$ cat src/rtl/rsp_rx_pkg.sv
package rsp_rx_pkg;

    localparam int CHAR_BITS = 6;
    localparam int WORD_BITS = 16;
    localparam int RAW_BITS  = 3 * CHAR_BITS;

    localparam logic [3:0] CODE_REMOTE_PARITY    = 4'd12;
    localparam logic [3:0] CODE_REMOTE_OVERWRITE = 4'd13;

    typedef enum logic [1:0] {
        ERR_NONE      = 2'd0,
        ERR_PARITY    = 2'd1,
        ERR_FRAME     = 2'd2,
        ERR_OVERWRITE = 2'd3
    } rx_err_e;

    typedef enum logic [1:0] {
        SLOT_HI  = 2'd0,
        SLOT_MID = 2'd1,
        SLOT_LO  = 2'd2
    } slot_e;

    typedef struct packed {
        logic [CHAR_BITS-1:0] data;
        logic                 flag;
        logic                 par_ok;
        logic                 stop_ok;
    } rx_char_t;

    function automatic logic parity_good(input logic [CHAR_BITS-1:0] d,
                                         input logic flag,
                                         input logic par,
                                         input logic odd);
        return (^{d, flag, par}) == odd;
    endfunction

    function automatic logic is_remote_fault(input logic [3:0] nib);
        return (nib == CODE_REMOTE_PARITY) || (nib == CODE_REMOTE_OVERWRITE);
    endfunction

endpackage

$ cat src/rtl/rsp_char_rx.sv
module rsp_char_rx
    import rsp_rx_pkg::*;
#(
    parameter int CLK_PER_BIT = 20833,
    parameter bit ODD_PARITY  = 1'b0
) (
    input  logic     clk,
    input  logic     rst,
    input  logic     rx,
    output logic     ch_valid,
    output rx_char_t ch
);
    localparam int TW    = $clog2(CLK_PER_BIT);
    localparam int HALF  = CLK_PER_BIT / 2;
    localparam int NSAMP = CHAR_BITS + 4;
    localparam int IW    = $clog2(NSAMP + 1);

    logic          rx_m, rx_s;
    logic          busy;
    logic [TW-1:0] timer;
    logic [IW-1:0] idx;
    logic [NSAMP-1:0] shreg;
    logic [NSAMP-1:0] sh_nxt;

    assign sh_nxt = {rx_s, shreg[NSAMP-1:1]};

    always_ff @(posedge clk) begin
        if (rst) begin
            rx_m     <= 1'b1;
            rx_s     <= 1'b1;
            busy     <= 1'b0;
            timer    <= '0;
            idx      <= '0;
            shreg    <= '0;
            ch_valid <= 1'b0;
            ch       <= '0;
        end else begin
            rx_m     <= rx;
            rx_s     <= rx_m;
            ch_valid <= 1'b0;
            if (!busy) begin
                if (!rx_s) begin
                    busy  <= 1'b1;
                    timer <= TW'(HALF - 1);
                    idx   <= '0;
                end
            end else if (timer != '0) begin
                timer <= timer - 1'b1;
            end else begin
                timer <= TW'(CLK_PER_BIT - 1);
                if (idx == '0) begin
                    if (rx_s) busy <= 1'b0;
                    else      idx  <= IW'(1);
                end else begin
                    shreg <= sh_nxt;
                    if (idx == IW'(NSAMP)) begin
                        busy       <= 1'b0;
                        ch_valid   <= 1'b1;
                        ch.data    <= sh_nxt[CHAR_BITS-1:0];
                        ch.flag    <= sh_nxt[CHAR_BITS];
                        ch.par_ok  <= parity_good(sh_nxt[CHAR_BITS-1:0],
                                                  sh_nxt[CHAR_BITS],
                                                  sh_nxt[CHAR_BITS+1],
                                                  ODD_PARITY);
                        ch.stop_ok <= sh_nxt[CHAR_BITS+2] & sh_nxt[CHAR_BITS+3];
                    end else begin
                        idx <= idx + 1'b1;
                    end
                end
            end
        end
    end


    char_pulse_chk: assert property (@(posedge clk) disable iff (rst)
        ch_valid |=> !ch_valid);

endmodule

$ cat src/rtl/rsp_word_asm.sv
module rsp_word_asm
    import rsp_rx_pkg::*;
(
    input  logic                 clk,
    input  logic                 rst,
    input  logic                 ch_valid,
    input  rx_char_t             ch,
    input  logic                 fifo_full,
    output logic                 push,
    output logic [WORD_BITS-1:0] push_data,
    output logic                 lam_hi_set,
    output logic                 lam_lo_set,
    output logic                 xmit_err,
    output rx_err_e              err_code,
    output logic                 remote_fault
);
    slot_e                       slot;
    logic [2*CHAR_BITS-1:0]      acc;

    always_ff @(posedge clk) begin
        if (rst) begin
            slot         <= SLOT_HI;
            acc          <= '0;
            push         <= 1'b0;
            push_data    <= '0;
            lam_hi_set   <= 1'b0;
            lam_lo_set   <= 1'b0;
            xmit_err     <= 1'b0;
            err_code     <= ERR_NONE;
            remote_fault <= 1'b0;
        end else begin
            push         <= 1'b0;
            lam_hi_set   <= 1'b0;
            lam_lo_set   <= 1'b0;
            xmit_err     <= 1'b0;
            err_code     <= ERR_NONE;
            remote_fault <= 1'b0;
            if (ch_valid) begin
                if (!ch.par_ok) begin
                    xmit_err   <= 1'b1;
                    lam_hi_set <= 1'b1;
                    err_code   <= ERR_PARITY;
                    slot       <= SLOT_HI;
                end else if (!ch.stop_ok) begin
                    xmit_err   <= 1'b1;
                    lam_hi_set <= 1'b1;
                    err_code   <= ERR_FRAME;
                    slot       <= SLOT_HI;
                end else if (slot == SLOT_HI) begin
                    if (ch.flag) begin
                        acc[2*CHAR_BITS-1:CHAR_BITS] <= ch.data;
                        slot <= SLOT_MID;
                    end else begin
                        xmit_err   <= 1'b1;
                        lam_hi_set <= 1'b1;
                        err_code   <= ERR_FRAME;
                    end
                end else if (ch.flag) begin
                    xmit_err   <= 1'b1;
                    lam_hi_set <= 1'b1;
                    err_code   <= ERR_FRAME;
                    acc[2*CHAR_BITS-1:CHAR_BITS] <= ch.data;
                    slot       <= SLOT_MID;
                end else if (slot == SLOT_MID) begin
                    acc[CHAR_BITS-1:0] <= ch.data;
                    slot <= SLOT_LO;
                end else begin
                    slot <= SLOT_HI;
                    if (fifo_full) begin
                        xmit_err   <= 1'b1;
                        lam_hi_set <= 1'b1;
                        err_code   <= ERR_OVERWRITE;
                    end else begin
                        push         <= 1'b1;
                        push_data    <= {acc[WORD_BITS-CHAR_BITS-1:0], ch.data};
                        lam_hi_set   <= acc[2*CHAR_BITS-1];
                        lam_lo_set   <= acc[2*CHAR_BITS-2];
                        remote_fault <= is_remote_fault(ch.data[3:0]);
                    end
                end
            end
        end
    end


    push_after_char_chk: assert property (@(posedge clk) disable iff (rst)
        push |-> $past(ch_valid));


    no_push_when_full_chk: assert property (@(posedge clk) disable iff (rst)
        push |-> !$past(fifo_full));


    err_raises_hi_chk: assert property (@(posedge clk) disable iff (rst)
        xmit_err |-> (lam_hi_set && !push && !lam_lo_set));


    lo_only_with_push_chk: assert property (@(posedge clk) disable iff (rst)
        lam_lo_set |-> push);

endmodule

$ cat src/rtl/rsp_receiver.sv
module rsp_receiver
    import rsp_rx_pkg::*;
#(
    parameter int CLK_PER_BIT = 20833,
    parameter bit ODD_PARITY  = 1'b0
) (
    input  logic                 clk,
    input  logic                 rst,
    input  logic                 rx,
    input  logic                 fifo_full,
    output logic                 push,
    output logic [WORD_BITS-1:0] push_data,
    output logic                 lam_hi_set,
    output logic                 lam_lo_set,
    output logic                 xmit_err,
    output logic [1:0]           err_code,
    output logic                 alarm
);
    logic     ch_valid;
    rx_char_t ch;
    rx_err_e  err_kind;
    logic     remote_fault;

    rsp_char_rx #(
        .CLK_PER_BIT (CLK_PER_BIT),
        .ODD_PARITY  (ODD_PARITY)
    ) u_char (
        .clk      (clk),
        .rst      (rst),
        .rx       (rx),
        .ch_valid (ch_valid),
        .ch       (ch)
    );

    rsp_word_asm u_asm (
        .clk          (clk),
        .rst          (rst),
        .ch_valid     (ch_valid),
        .ch           (ch),
        .fifo_full    (fifo_full),
        .push         (push),
        .push_data    (push_data),
        .lam_hi_set   (lam_hi_set),
        .lam_lo_set   (lam_lo_set),
        .xmit_err     (xmit_err),
        .err_code     (err_kind),
        .remote_fault (remote_fault)
    );

    assign err_code = err_kind;

    always_ff @(posedge clk) begin
        if (rst)                        alarm <= 1'b0;
        else if (push && remote_fault)  alarm <= 1'b1;
    end


    alarm_sticky_chk: assert property (@(posedge clk) disable iff (rst)
        $past(alarm) |-> alarm);


    alarm_from_push_chk: assert property (@(posedge clk) disable iff (rst)
        $rose(alarm) |-> $past(push));

endmodule

$ cat config.mk
export PLATFORM = sky130hd
export DESIGN_NAME = rsp_receiver
export DESIGN_NICKNAME = d
export VERILOG_FILES = /design/src/rtl/rsp_rx_pkg.sv /design/src/rtl/rsp_char_rx.sv /design/src/rtl/rsp_word_asm.sv /design/src/rtl/rsp_receiver.sv
export SDC_FILE = /design/constraint.sdc
export NUM_CORES = 1
export LEC_CHECK = 0
export BUFFER_PORTS_ARGS = -buffer_cell sky130_fd_sc_hd__clkbuf_2
export CORE_ASPECT_RATIO = 0.75
export CORE_UTILIZATION = 59
export CTS_CLUSTER_DIAMETER = 50
export DETAILED_ROUTE_END_ITERATION = 7
export PLACE_DENSITY = 0.86
export SETUP_SLACK_MARGIN = 0.1
export SLEW_MARGIN = 0
export SYNTH_ARGS = -nofsm -noshare
export SYNTH_HDL_FRONTEND = slang
export SYNTH_HIERARCHICAL = 1
export SYNTH_SLANG_ARGS = --single-unit
$ cat constraint.sdc
create_clock -name clk -period 2.5 [get_ports clk]
set_input_delay 0 -clock clk [delete_from_list [all_inputs] [get_ports clk]]
set_output_delay 0 -clock clk [all_outputs]
set_load 0.02 [all_outputs]
==> run metrics <==
post-DP HPWL=5430 um; final count of negative-setup-slack endpoints=0; CP max stage delay=roughly 740 ps; Clk pin slew, worst setup/hold paths=around 90 ps; post-synth net total=404; initial antenna violation count=0; post-CTS setup buffer count=0; DR WL/cell=about 16 um; Crit Path Category=reg2reg; crit-path cells=or4_1, o41ai_4, nor3_1, a311o_1; dominant synthesized flop cell=dfxtp_1; Synth Register Bits=79; Fin. Hold Viols=0; via density per instance=about 6.1; core region area=roughly 0.006 sq mm; Worst-Margin Slew=847 ps; CTS sink cnt=79; CP Data Required Time=2740 ps; Total GRT Usage=between 20% and 30%; Period minus WS final=about 2200 ps; DIE WIDTH=~93 um; Synth Area in Adders=1.71%; CP max stage cell=or4_1; Starting Density=between 60% and 70%; largest family of logic cells by synthesized area=simple AND/OR/NAND/NOR gates; port buffer count=26; Netlist cell types=56; Residual DRC=0; root buffer cell=clkbuf_8; crit-path leading delay family=simple AND/OR/NAND/NOR gates; Synth Area in XOR/XNOR=between 2 and 2.5%; area leader, netlist=dfxtp_1; FMAX=461 MHz; fin nets=425; Via Count=3,035; Worst slew margin=around 43%; power density cells=between 600 and 700 mW/mm^2; Placer Congestion=0.828; Cell Area, Synth=around 0.0036 sq mm; Post-Synth Simple-Gate Area=between 20% and 30%; startpoint types=flip-flop; placed cell count=481; Die ar.=~0.0065 sq mm; post-synthesis mux area share=about 8%; YS warnings=6; Compound-Gate Fraction of Synth Area=between 10% and 20%; max_cap viols=0; vias in the first global route=around 2,800; I/O pin count=27; CTS tree=built; number of iterations in the first detailed-routing pass=5; global-route wire length before repair=13,400 um; final period utilization=86.8%; Worst setup EP type=flip-flop; DR iter-0 viols=around 260; status=completed; CTS buffer count=9; Worst-Skew Late Latency=approximately 350 ps; final WL=about 8000 um; Post-Syn Instances=between 300 and 400; number of synthesized flops with an enable pin=0; diode count=0; Mean Syn Cell Area=between 9 and 10 sq um; Area growth, synth to finish=10.2%; final slew viol count=0; CP bufs+invs=0; Max VDD drop=around 0.35 mV; Clock Path Buffers=2; top cell type's share of synthesized area=43.3%; final setup TNS=0 ps; H-tree Lvls=3; GR Overflow Total=0; sequential element share of the synthesized area=roughly 43%; CP max FO=8; Die Y=roughly 70 um; Power Total=roughly 2.6 mW; LEAKAGE=1.55 nW; skew final=~7.5 ps; RSZ-0062 raised after global routing=no; ratio of cells with drive above 1 in the final layout=between 15 and 20%; post-route ant nets=0; # rows=24; share of synthesized flip-flops with an asynchronous set or reset=0%; Finished Layout Cells=~500; synth top area cells=dfxtp_1 (43%), mux2i_1 (8.0%), nand2b_1 (6.5%); post-cts sizing count=0; largest net degree at the start of global routing=48; Hold Path Class=in2reg; Crit path arrival time=approximately 2400 ps
## final timing paths
check                                             startpoint                            end  slack (ps)  cells after the start
worst min register to register        u_char/rx_m$_SDFF_PP1_         u_char/rx_s$_SDFF_PP1_         420                      1
worst max-delay path            u_char/timer[2]$_SDFFE_PP0N_  u_char/timer[13]$_SDFFE_PP0N_         330                      4
worst min-delay path                                     rst   u_char/timer[2]$_SDFFE_PP0N_         160                      2
worst max register to register  u_char/timer[2]$_SDFFE_PP0N_  u_char/timer[13]$_SDFFE_PP0N_         330                      4
## registers in the layout, summed over array words and instances, names as in the netlist, 2 cells and up
| register | flops |
|---|---|
| u_asm/acc | 12 |
| u_asm/err_code | 2 |
| u_asm/push_data | 16 |
| u_asm/slot | 2 |
| u_char/ch | 9 |
| u_char/idx | 4 |
| u_char/shreg | 9 |
| u_char/timer | 15 |
## logic make-up (layout without fill, tap and decap cells)
| group | after synthesis | count (layout) |
|---|---|---|
| and+or+nand+nor | 154 | 154 |
| muxes | 29 | 29 |
| xor gates and xnor gates | 10 | 10 |
| AOI/OAI and AO/OA | 83 | 83 |
| adders and majority gates | 5 | 5 |
| buffers and inverters | 35 | 61 |
| DFF | 79 | 79 |
## placed cells by master (no fill, tap or decap), types with 11 or more instances in the layout
cell      synthesis  final
nand2b_1         38     38
nand4_1          21     21
nor2_1           19     19
mux2i_1          29     29
nand2_1          11     11
dfxtp_1          79     79
nor3_1           12     12
a21oi_1          33     33
o21ai_0          26     26
clkbuf_2          0     26
## stage by stage
stage / hold WS (ps) / worst slack (ps) / area [sq um] / util [%]
after detailed placement: 203 / 346 / 3820 / 65.0
after global placement: 182 / 421 / 3820 / 65.0
after floorplan: 72.4 / 595 / 3650 / -
after global routing: 188 / 225 / 4020 / 68.3
final: 161 / 329 / 4020 / 68.3
after CTS: 157 / 339 / 4020 / 68.3
## where the power goes
part           switching, mW  total, mW  internal, mW  leakage (nW)
Sequential            0.0450       1.33          1.29         0.638
Clock                  0.496      0.870         0.374        0.0923
Combinational          0.251      0.424         0.174         0.820
## synthesized netlist by cell type (4+ instances only)
cell type,number
nand3_1,5
xnor2_1,9
nand2b_1,38
clkbuf_1,21
or4_1,4
a21oi_1,33
or3_1,4
dfxtp_1,79
nor2_1,19
buf_2,4
nor3_1,12
nand4_1,21
inv_1,8
nand2_1,11
nor2b_1,4
o21ai_0,26
mux2i_1,29
nor4_1,7
ha_1,5
## metal layers
metal,up-vias,global-route usage (%),wire (um)
met1,1412,35.4,3570
met4,0,6.15,109
met3,18,7.95,658
met5,-,0,0
met2,130,41.0,3690
li1,1475,-,-
## cell type report
type                       count  area [sq um]
multi-input combinational    281          1920
tap                           78          97.6
clock inverter                 7          55.1
clock buffer                   9           124
sequential                    79          1580
fill                         446          1860
timing repair buffer          37           218
inverter                       8          30.0
## timing repair
item,4_1_cts,5_1_grt
endpoints found under the setup margin,0,0
endpoints found under the hold margin,2,0
hold buffers,2,0
No activity file was read; power rests on OpenSTA's default activity.
